$ cat src/rtl/strep_pkg.sv
// Shared types for the string repeat address controller.
package strep_pkg;

    // Repeat mode code as presented on rep_mode.
    typedef enum logic [1:0] {
        REP_PLAIN     = 2'b00,
        REP_WHILE_EQ  = 2'b01,
        REP_WHILE_NE  = 2'b10,
        REP_PLAIN_ALT = 2'b11
    } rep_mode_e;

    // Sequencer states.
    typedef enum logic [1:0] {
        ST_IDLE = 2'b00,
        ST_XFER = 2'b01,
        ST_GAP  = 2'b10,
        ST_FIN  = 2'b11
    } seq_state_e;

endpackage

$ cat src/rtl/strep_dirflag.sv
// Direction flag register.
// Holds the pointer stepping direction (1 = downward). It is changed only by the
// set and clear commands, and only while unlocked. Clear has priority.
// Assumes lock is high for the whole of a running operation.
module strep_dirflag (
    input  logic clk,
    input  logic rst_n,
    input  logic set_cmd,
    input  logic clr_cmd,
    input  logic lock,
    output logic dir
);

    // Purpose: apply set/clear commands while not locked.
    always_ff @(posedge clk) begin
        if (!rst_n) begin
            dir <= 1'b0;
        end else if (!lock) begin
            if (clr_cmd) begin
                dir <= 1'b0;
            end else if (set_cmd) begin
                dir <= 1'b1;
            end
        end
    end

endmodule

$ cat src/rtl/strep_index.sv
// One string pointer register.
// Loads a new value on load. On step it moves by 1 (byte) or 2 (word),
// downward when dec is high and upward otherwise, wrapping modulo 2^W.
// Assumes load and step are never high together (load is idle-only).
module strep_index #(
    parameter int W = 16
) (
    input  logic         clk,
    input  logic         rst_n,
    input  logic         load,
    input  logic [W-1:0] load_val,
    input  logic         step,
    input  logic         dec,
    input  logic         word,
    output logic [W-1:0] idx
);

    logic [W-1:0] stride;
    logic [W-1:0] idx_next;

    // Purpose: element size to pointer stride (needs W >= 2).
    always_comb begin
        stride = {{(W-2){1'b0}}, word, ~word};
    end

    // Purpose: stepped pointer value in the selected direction.
    always_comb begin
        idx_next = dec ? (idx - stride) : (idx + stride);
    end

    // Purpose: pointer register.
    always_ff @(posedge clk) begin
        if (!rst_n) begin
            idx <= '0;
        end else if (load) begin
            idx <= load_val;
        end else if (step) begin
            idx <= idx_next;
        end
    end

endmodule

$ cat src/rtl/strep_count.sv
// Repetition counter.
// Loads on load and counts down by one on dec_en. It flags zero and one
// so the sequencer can tell ahead of the edge that an element is the last.
// Assumes dec_en is never raised while the counter is zero.
module strep_count #(
    parameter int W = 16
) (
    input  logic         clk,
    input  logic         rst_n,
    input  logic         load,
    input  logic [W-1:0] load_val,
    input  logic         dec_en,
    output logic [W-1:0] cnt,
    output logic         is_zero,
    output logic         is_one
);

    localparam logic [W-1:0] CNT_ONE = W'(1);

    // Purpose: counter register.
    always_ff @(posedge clk) begin
        if (!rst_n) begin
            cnt <= '0;
        end else if (load) begin
            cnt <= load_val;
        end else if (dec_en) begin
            cnt <= cnt - CNT_ONE;
        end
    end

    // Purpose: decode the zero and last-element conditions.
    always_comb begin
        is_zero = (cnt == '0);
        is_one  = (cnt == CNT_ONE);
    end

    // The counter never counts below zero.
    assert_no_underflow_R5: assert property (@(posedge clk) disable iff (!rst_n)
        dec_en |-> !is_zero);

endmodule

$ cat src/rtl/strep_seq.sv
// Operation sequencer.
// Idle -> transfer (request high until ack) -> gap (one cycle) -> transfer ...
// and -> finish (done for one cycle) -> idle. It latches the repeat mode and the
// element size at start. After each ack it decides whether to end the operation,
// using the counter and the compare-equal result.
// Assumes cmp_eq is valid in the cycle mem_ack is high.
module strep_seq
    import strep_pkg::*;
(
    input  logic       clk,
    input  logic       rst_n,
    input  logic       start,
    input  logic [1:0] mode_in,
    input  logic       word_in,
    input  logic       cnt_zero,
    input  logic       cnt_one,
    input  logic       cmp_eq,
    input  logic       mem_ack,
    output logic       mem_req,
    output logic       step,
    output logic       busy,
    output logic       done,
    output logic       word_q
);

    seq_state_e state_q, state_d;
    rep_mode_e  mode_q;
    logic       stop_elem;

    // Purpose: decide whether the element being acknowledged is the last one.
    always_comb begin
        stop_elem = cnt_one
                  | ((mode_q == REP_WHILE_EQ) & ~cmp_eq)
                  | ((mode_q == REP_WHILE_NE) &  cmp_eq);
    end

    // Purpose: next-state logic.
    always_comb begin
        state_d = state_q;
        unique case (state_q)
            ST_IDLE: if (start)   state_d = cnt_zero  ? ST_FIN : ST_XFER;
            ST_XFER: if (mem_ack) state_d = stop_elem ? ST_FIN : ST_GAP;
            ST_GAP:  state_d = ST_XFER;
            ST_FIN:  state_d = ST_IDLE;
            default: state_d = ST_IDLE;
        endcase
    end

    // Purpose: state register and start-time latching of mode and size.
    always_ff @(posedge clk) begin
        if (!rst_n) begin
            state_q <= ST_IDLE;
            mode_q  <= REP_PLAIN;
            word_q  <= 1'b0;
        end else begin
            state_q <= state_d;
            if (state_q == ST_IDLE && start) begin
                mode_q <= rep_mode_e'(mode_in);
                word_q <= word_in;
            end
        end
    end

    // Purpose: decode outputs from the state.
    always_comb begin
        mem_req = (state_q == ST_XFER);
        step    = mem_req & mem_ack;
        busy    = (state_q != ST_IDLE);
        done    = (state_q == ST_FIN);
    end

    // A mismatch in while-equal mode ends the operation.
    assert_eq_exit_R6: assert property (@(posedge clk) disable iff (!rst_n)
        (step && mode_q == REP_WHILE_EQ && !cmp_eq) |=> done);

    // A match in while-not-equal mode ends the operation.
    assert_ne_exit_R7: assert property (@(posedge clk) disable iff (!rst_n)
        (step && mode_q == REP_WHILE_NE && cmp_eq) |=> done);

    // The element that empties the counter ends the operation.
    assert_last_exit_R5: assert property (@(posedge clk) disable iff (!rst_n)
        (step && cnt_one) |=> done);

endmodule

$ cat src/rtl/strep_ctrl.sv
// String repeat address controller (top).
// Holds the source and destination pointers, the repetition counter and the
// direction flag. It sequences one memory request per element until the
// repeat mode's exit condition holds. Loads and direction commands are
// accepted only while idle.
// Assumes the memory side holds mem_ack for one cycle per element.
module strep_ctrl #(
    parameter int IDX_W = 16,
    parameter int CNT_W = 16
) (
    input  logic             clk,
    input  logic             rst_n,
    input  logic             dir_set,
    input  logic             dir_clr,
    input  logic             load,
    input  logic [IDX_W-1:0] load_src,
    input  logic [IDX_W-1:0] load_dst,
    input  logic [CNT_W-1:0] load_cnt,
    input  logic             start,
    input  logic [1:0]       rep_mode,
    input  logic             elem_word,
    input  logic             cmp_eq,
    input  logic             mem_ack,
    output logic             mem_req,
    output logic [IDX_W-1:0] src_idx,
    output logic [IDX_W-1:0] dst_idx,
    output logic [CNT_W-1:0] count,
    output logic             dir_flag,
    output logic             busy,
    output logic             done
);

    localparam int N_PTR = 2;

    logic             load_ok;
    logic             step;
    logic             word_q;
    logic             cnt_zero;
    logic             cnt_one;
    logic [IDX_W-1:0] ptr_load [N_PTR];
    logic [IDX_W-1:0] ptr_val  [N_PTR];

    // Purpose: loads are honoured only while idle.
    always_comb begin
        load_ok = load & ~busy;
    end

    // Purpose: route the load values to the pointer array and the array to the ports.
    always_comb begin
        ptr_load[0] = load_src;
        ptr_load[1] = load_dst;
        src_idx     = ptr_val[0];
        dst_idx     = ptr_val[1];
    end

    strep_dirflag u_dir (
        .clk     (clk),
        .rst_n   (rst_n),
        .set_cmd (dir_set),
        .clr_cmd (dir_clr),
        .lock    (busy),
        .dir     (dir_flag)
    );

    for (genvar g = 0; g < N_PTR; g++) begin : g_ptr
        strep_index #(.W(IDX_W)) u_idx (
            .clk      (clk),
            .rst_n    (rst_n),
            .load     (load_ok),
            .load_val (ptr_load[g]),
            .step     (step),
            .dec      (dir_flag),
            .word     (word_q),
            .idx      (ptr_val[g])
        );
    end

    strep_count #(.W(CNT_W)) u_cnt (
        .clk      (clk),
        .rst_n    (rst_n),
        .load     (load_ok),
        .load_val (load_cnt),
        .dec_en   (step),
        .cnt      (count),
        .is_zero  (cnt_zero),
        .is_one   (cnt_one)
    );

    strep_seq u_seq (
        .clk      (clk),
        .rst_n    (rst_n),
        .start    (start),
        .mode_in  (rep_mode),
        .word_in  (elem_word),
        .cnt_zero (cnt_zero),
        .cnt_one  (cnt_one),
        .cmp_eq   (cmp_eq),
        .mem_ack  (mem_ack),
        .mem_req  (mem_req),
        .step     (step),
        .busy     (busy),
        .done     (done),
        .word_q   (word_q)
    );

    // A waiting request holds and keeps its addresses.
    assert_req_hold_R9: assert property (@(posedge clk) disable iff (!rst_n)
        (mem_req && !mem_ack) |=> (mem_req && $stable(src_idx) && $stable(dst_idx)));

    // An acknowledge always drops the request for at least one cycle.
    assert_req_gap_R9: assert property (@(posedge clk) disable iff (!rst_n)
        (mem_req && mem_ack) |=> !mem_req);

    // The counter drops by one per acknowledged element.
    assert_cnt_step_R5: assert property (@(posedge clk) disable iff (!rst_n)
        (mem_req && mem_ack) |=> (count == $past(count) - CNT_W'(1)));

    // The source pointer moves by the stride in the flag's direction.
    assert_src_step_R4: assert property (@(posedge clk) disable iff (!rst_n)
        (mem_req && mem_ack) |=>
            (src_idx == ($past(dir_flag)
                ? $past(src_idx) - ($past(word_q) ? IDX_W'(2) : IDX_W'(1))
                : $past(src_idx) + ($past(word_q) ? IDX_W'(2) : IDX_W'(1)))));

    // The direction flag cannot change during an operation.
    assert_dir_locked_R3: assert property (@(posedge clk) disable iff (!rst_n)
        busy |=> $stable(dir_flag));

    // An empty count finishes at once without a request.
    assert_zero_start_R8: assert property (@(posedge clk) disable iff (!rst_n)
        (start && !busy && count == '0) |=> (done && !mem_req));

    // done lasts one cycle and returns to idle.
    assert_done_pulse_R10: assert property (@(posedge clk) disable iff (!rst_n)
        done |=> (!done && !busy));

    // Loads during an operation leave the counter alone, apart from stepping.
    assert_load_blocked_R2: assert property (@(posedge clk) disable iff (!rst_n)
        (busy && !mem_req) |=> $stable(count));

endmodule

$ cat config.mk
export PLATFORM = sky130hd
export DESIGN_NAME = strep_ctrl
export DESIGN_NICKNAME = d
export VERILOG_FILES = /design/src/rtl/strep_pkg.sv /design/src/rtl/strep_dirflag.sv /design/src/rtl/strep_index.sv /design/src/rtl/strep_count.sv /design/src/rtl/strep_seq.sv /design/src/rtl/strep_ctrl.sv
export SDC_FILE = /design/constraint.sdc
export NUM_CORES = 1
export LEC_CHECK = 0
export BUFFER_PORTS_ARGS = -buffer_cell sky130_fd_sc_hd__buf_2
export CAP_MARGIN = 20
export CORE_MARGIN = 4
export CORE_UTILIZATION = 58
export CTS_CLUSTER_DIAMETER = 80
export DETAILED_ROUTE_END_ITERATION = 10
export PLACE_DENSITY = 0.93
export SETUP_SLACK_MARGIN = 0.1
export SLEW_MARGIN = 20
export SYNTH_ARGS = -nofsm -noshare
export SYNTH_HDL_FRONTEND = slang
export SYNTH_SLANG_ARGS = --single-unit
$ cat constraint.sdc
create_clock -name clk -period 5.9 [get_ports clk]
set_clock_uncertainty 0.05 [all_clocks]
set_input_delay 1.475 -clock clk [delete_from_list [all_inputs] [get_ports clk]]
set_output_delay 1.475 -clock clk [all_outputs]
set_load 0.02 [all_outputs]
---- Word-level counts from Yosys, hierarchy flattened ----
Index checks and enable logic that the tools add are counted.
operators by class
  muxes and demuxes ....................... 15
  add/sub/neg operators ................... 5
  reduce and logical (&&, ||, !) cells .... 8
  bitwise logic cells ..................... 9
  eq/ne operators ......................... 8
operators by type and width
  operator                                                                number
  16-bit two-way mux                                                      8
  16-bit by 2-bit adder with 16-bit output                                2
  16-bit by 2-bit subtractor with 16-bit output                           2
  16-bit by 1-bit equality test with 1-bit output, second input constant  1
  16-bit zero test                                                        1
  16-bit by 1-bit subtractor with 16-bit output, second input constant    1
  2-bit case mux with 4 select lines                                      1
  2-bit equality test, second input constant                              3
  2-bit two-way mux                                                       3
  2-bit nonzero test                                                      3
  1-bit AND                                                               4
  2-bit by 1-bit equality test with 1-bit output, second input constant   2
  2-bit != test, second input constant                                    2
  2-bit AND reduction                                                     2
  1-bit two-way mux                                                       3
  1-bit NOT                                                               3
  2-bit zero test                                                         1
  1-bit bitwise OR                                                        2
  1-bit logical AND                                                       1
word-level totals
  bits of input ports ..................... 59
  output and inout bits ................... 52
  register bits after elaboration ......... 54
  word-level logic and storage cells ...... 52

---- Depth between registers and ports, before layout ----
  depth after elaboration ................. 7
  gate-level depth with buffers ........... 11

---- Hierarchy ----
Synthesis repeated with hierarchy kept, for this count alone.
second synthesis, totals
  cell total of the unflattened synthesis .. 510
  area, all modules ....................... 4115.2 µm²
by module, submodules not included
  module         area an instance (µm²)  cells an instance  times used  sequential area each (µm²)
  strep_index    1457.6                  186                2           320.3
  strep_count    884.6                   108                1           320.3
  strep_seq      260.2                   25                 1           100.1
  strep_dirflag  41.3                    4                  1           20.0
  strep_ctrl     13.8                    1                  1           0.0

---- Worst setup path after synthesis ----
Ideal clock, no wire load.
  path kind ............................... flip-flop to flip-flop
  start ................................... register u_dir.dir
  end ..................................... register g_ptr[1].u_idx.idx[10]
  data required time ...................... 5.717 ns
  clock period less this slack ............ 3.154 ns
  stages on the path, launching flop included .. 11
  buffers on the path ..................... 0
  arrival ................................. 2.972 ns
  setup slack ............................. 2.746 ns
  cells stage by stage .................... dfxtp_1 > and2b_4 > xor2_1 > ha_1 > or3_1 > o221ai_1 > nor2_1 > or3_1 > a31oi_1 > xor2_1 > a21oi_1
between the ends
  cells in the longest elaborated chain, start to end .. 3
RTL lines
  what                      line                 text
  start: declaration        strep_dirflag.sv:11  output logic dir
  start signal: assignment  strep_dirflag.sv:17  dir <= 1'b0;
  start signal: assignment  strep_dirflag.sv:20  dir <= 1'b0;
  start signal: assignment  strep_dirflag.sv:22  dir <= 1'b1;
  16-bit two-way mux        strep_index.sv:28    idx_next = dec ? (idx - stride) : (idx + stride);
  16-bit two-way mux        strep_index.sv:37    end else if (step) begin
  16-bit two-way mux        strep_index.sv:35    end else if (load) begin
  end signal: assignment    strep_index.sv:36    idx <= load_val;
  end signal: assignment    strep_index.sv:38    idx <= idx_next;
  end: declaration          strep_index.sv:15    output logic [W-1:0] idx
No other way between the ends. The select of a mux whose other input is x is not followed.
A chain may end at the register's enable or synchronous reset.

---- Final worst setup path ----
  start ................................... input mem_ack
  end ..................................... register g_ptr[1].u_idx.idx[11]
between the ends
  cells in the longest elaborated chain, start to end .. 2
RTL lines
  what                                 line              text
  start: declaration                   strep_ctrl.sv:23  input logic mem_ack,
  1-bit AND                            strep_seq.sv:67   step = mem_req & mem_ack;
  2-bit nonzero test (no source line)  n/a
No other way between the ends.

==> results.toml <==
[run]
timing.max_cap.violations = 0

[timing]
relSlewSlack_pct = 31.3
hold_slack_ns = 0.433
hold_viol_final = 0
tns_ns = 0
rsz0062_at_grt = "false"
worst_pin_slew_ns = 1.03
fin_crit_ns = 3.51
drv_slew = 0
final-setup-viol-count = 0
fin_crit_sh_pct = 59.4
max_freq_mhz = 285

[cells_and_area]
drive_gt1_share_pct = 22.7
area_delta_synth_final_pct = 17.4
final_cell_area_um2 = 4840
diodes = 0
layout.nets = 717

[place]
hpwl_um = 8400
place_area_um2 = 4720
gp_routability_congestion = 0.952
port_buffers = 110

[route]
antenna_left = 0
vias = 4489
avgRoutedWirePerCell_um = 16.2
viasPerCell = 6.22
drt_iter0_markers = 293
first_pass_iters = 6
wl_um = 11700
drc = 0

[clock_network]
cts_resized = 0
cts_root_buffer = "clkbuf_8"
cts_hold_buf = 0
cts_tree = "done"
cts.htree.levels = 2
cts_sinks = 54
worstSkewPairLatency_ns = 0.32
clkTransAtPathRegs_ns = 0.11
numCtsBuffers = 5
post_cts_buffers = 0
clk_path_buf_depth = 2

[floorplanning]
die_y_um = 92.3
ioPinCount = 111
die_w_um = 92.3
core_um2 = 6830
initial_core_util_pct = 60.3
die_area_um2 = 8520
row_count = 30

[global_route]
antenna_found_initial = 0
grt_pass1_wl_um = 19000
overflow = 0
grt_pass1_vias = 4222
grtUsageTotal_pct = 26.5
grt_max_degree = 34

[hold_path]
min_path_type = "reg -> reg"

[power]
p_leak_nw = 2.27
peakVddDrop_v = 0.000152
p_per_area_nw_per_um2 = 241

[synth]
synth_flop_cell = "dfxtp_1"
synth_edf_count = 0
syn_area_um2 = 4120
synth_seq_cells = 54
synth_cells = 533
synth_top_area_share_pct = 26.2
synth_cell_types = 69
syn_nets = 625
synthTopCellsByCount = "nand2_1 (77), dfxtp_1 (54), nor2_1 (54)"
yosysMostFrequentCell = "nand2_1"
synth-seq-area-share_pct = 26.2
ys_warn_count = 0
synthTopCellsByArea = "dfxtp_1 (26%), ha_1 (10%), nand2_1 (7.0%), a21oi_1 (5.5%), nor2_1 (4.9%)"
syn_area_per_cell_um2 = 7.73
synth_area_leader_cell = "dfxtp_1"
async_flop_share_pct = 0

[setup_path]
cp-end-kind = "flop"
worstSetupStartpointType = "input port"
crit_arrival_ns = 3.68
crit_required_ns = 6.07
crit_type = "in -> reg"
worstPathMaxFanout = 27

[run_status]
outcome = "finished, final reports clean"
==> critical path, cell delays in order <==
cell and delay (ns):
buf_2 0.10, nand2_1 0.12, or2_1 0.81, buf_4 0.36, nand3_1 0.14, nor3b_1 0.18, a32o_1 0.23, a211o_1 0.26
==> cell families after synthesis <==
logic type	count (synthesis)	synth area share (%)
xor+xnor	28	5.95
simple gates	216	25.5
buf+inv	43	4.01
mux	5	1.24
compound gates	153	26.8
flops	54	26.2
fa+ha+maj	34	10.3
==> power by group <==
group / switching, mW / internal, mW / total, mW
sequential: 0.0444 / 0.405 / 0.449
clock: 0.140 / 0.130 / 0.270
combinational: 0.275 / 0.174 / 0.449
==> placed cells by master, fill, tap and decap left out, types with 3 or more instances in the layout <==
cell / synthesis / layout
a311oi_1: 16 / 16
xnor2_1: 17 / 17
nor4_1: 3 / 3
mux2i_1: 4 / 4
a21oi_1: 45 / 45
and3_1: 10 / 10
a2111oi_0: 3 / 3
nand3_1: 18 / 18
ha_1: 33 / 33
a21o_1: 13 / 13
clkbuf_8: 0 / 5
inv_1: 12 / 12
nor2b_1: 3 / 3
buf_4: 0 / 6
o21a_1: 6 / 6
buf_2: 1 / 110
dfxtp_1: 54 / 54
and3b_1: 3 / 3
nand2_1: 77 / 76
a31oi_1: 4 / 4
nor3_1: 12 / 12
or3_1: 9 / 9
nor3b_1: 3 / 3
o21ai_0: 14 / 14
and2_1: 4 / 4
o211ai_1: 5 / 5
a211oi_1: 13 / 13
nand2b_1: 5 / 5
nor2_1: 54 / 53
o221ai_1: 4 / 4
xor2_1: 11 / 11
==> flip-flops by register name, summed over array words and instances, names as in the netlist <==
name             flops
u_cnt.cnt           16
u_seq.word_q         1
g_ptr.u_idx.idx     32
u_seq.state_q        2
u_dir.dir            1
u_seq.mode_q         2
==> final timing paths <==
| kind | start | end | slack (ns) | cells after the start |
|---|---|---|---|---|
| worst max-delay path | mem_ack | g_ptr[1].u_idx.idx[11] | 2.39 | 8 |
| worst min register to register | u_seq.mode_q[0] | u_seq.mode_q[0] | 0.43 | 2 |
| worst min-delay path | u_seq.mode_q[0] | u_seq.mode_q[0] | 0.43 | 2 |
| worst max register to register | u_dir.dir | g_ptr[0].u_idx.idx[10] | 2.88 | 8 |
==> layer usage <==
layer / GRT usage, % / share of wire (%)
met5: 0 / 0
met4: 7.92 / 1.5
met3: 4.06 / 7.9
met2: 47.4 / 50
met1: 32.5 / 40
==> per-stage QoR <==
stage | utilization [%] | total power [mW] | cells | worst slack [ns]
6_report | 70.9 | 1.17 | 722 | 2.39
2_1_floorplan | - | 0.770 | 533 | 2.75
3_5_place_dp | 69.1 | 0.897 | 714 | 2.11
5_1_grt | 70.9 | 1.23 | 722 | 2.26
4_1_cts | 70.9 | 1.16 | 722 | 2.45
3_3_place_gp | 69.1 | 0.879 | 714 | 2.17
==> final cells by class <==
class	count	area (µm²)
multi-input cells	436	2880
fillers	553	1990
flip-flops and latches	54	1080
repair buffers	116	596
well taps	96	120
clock buffers	5	68.8
clock inverters	3	48.8
inverters	12	45.0
(Power assumes the default switching activity.)
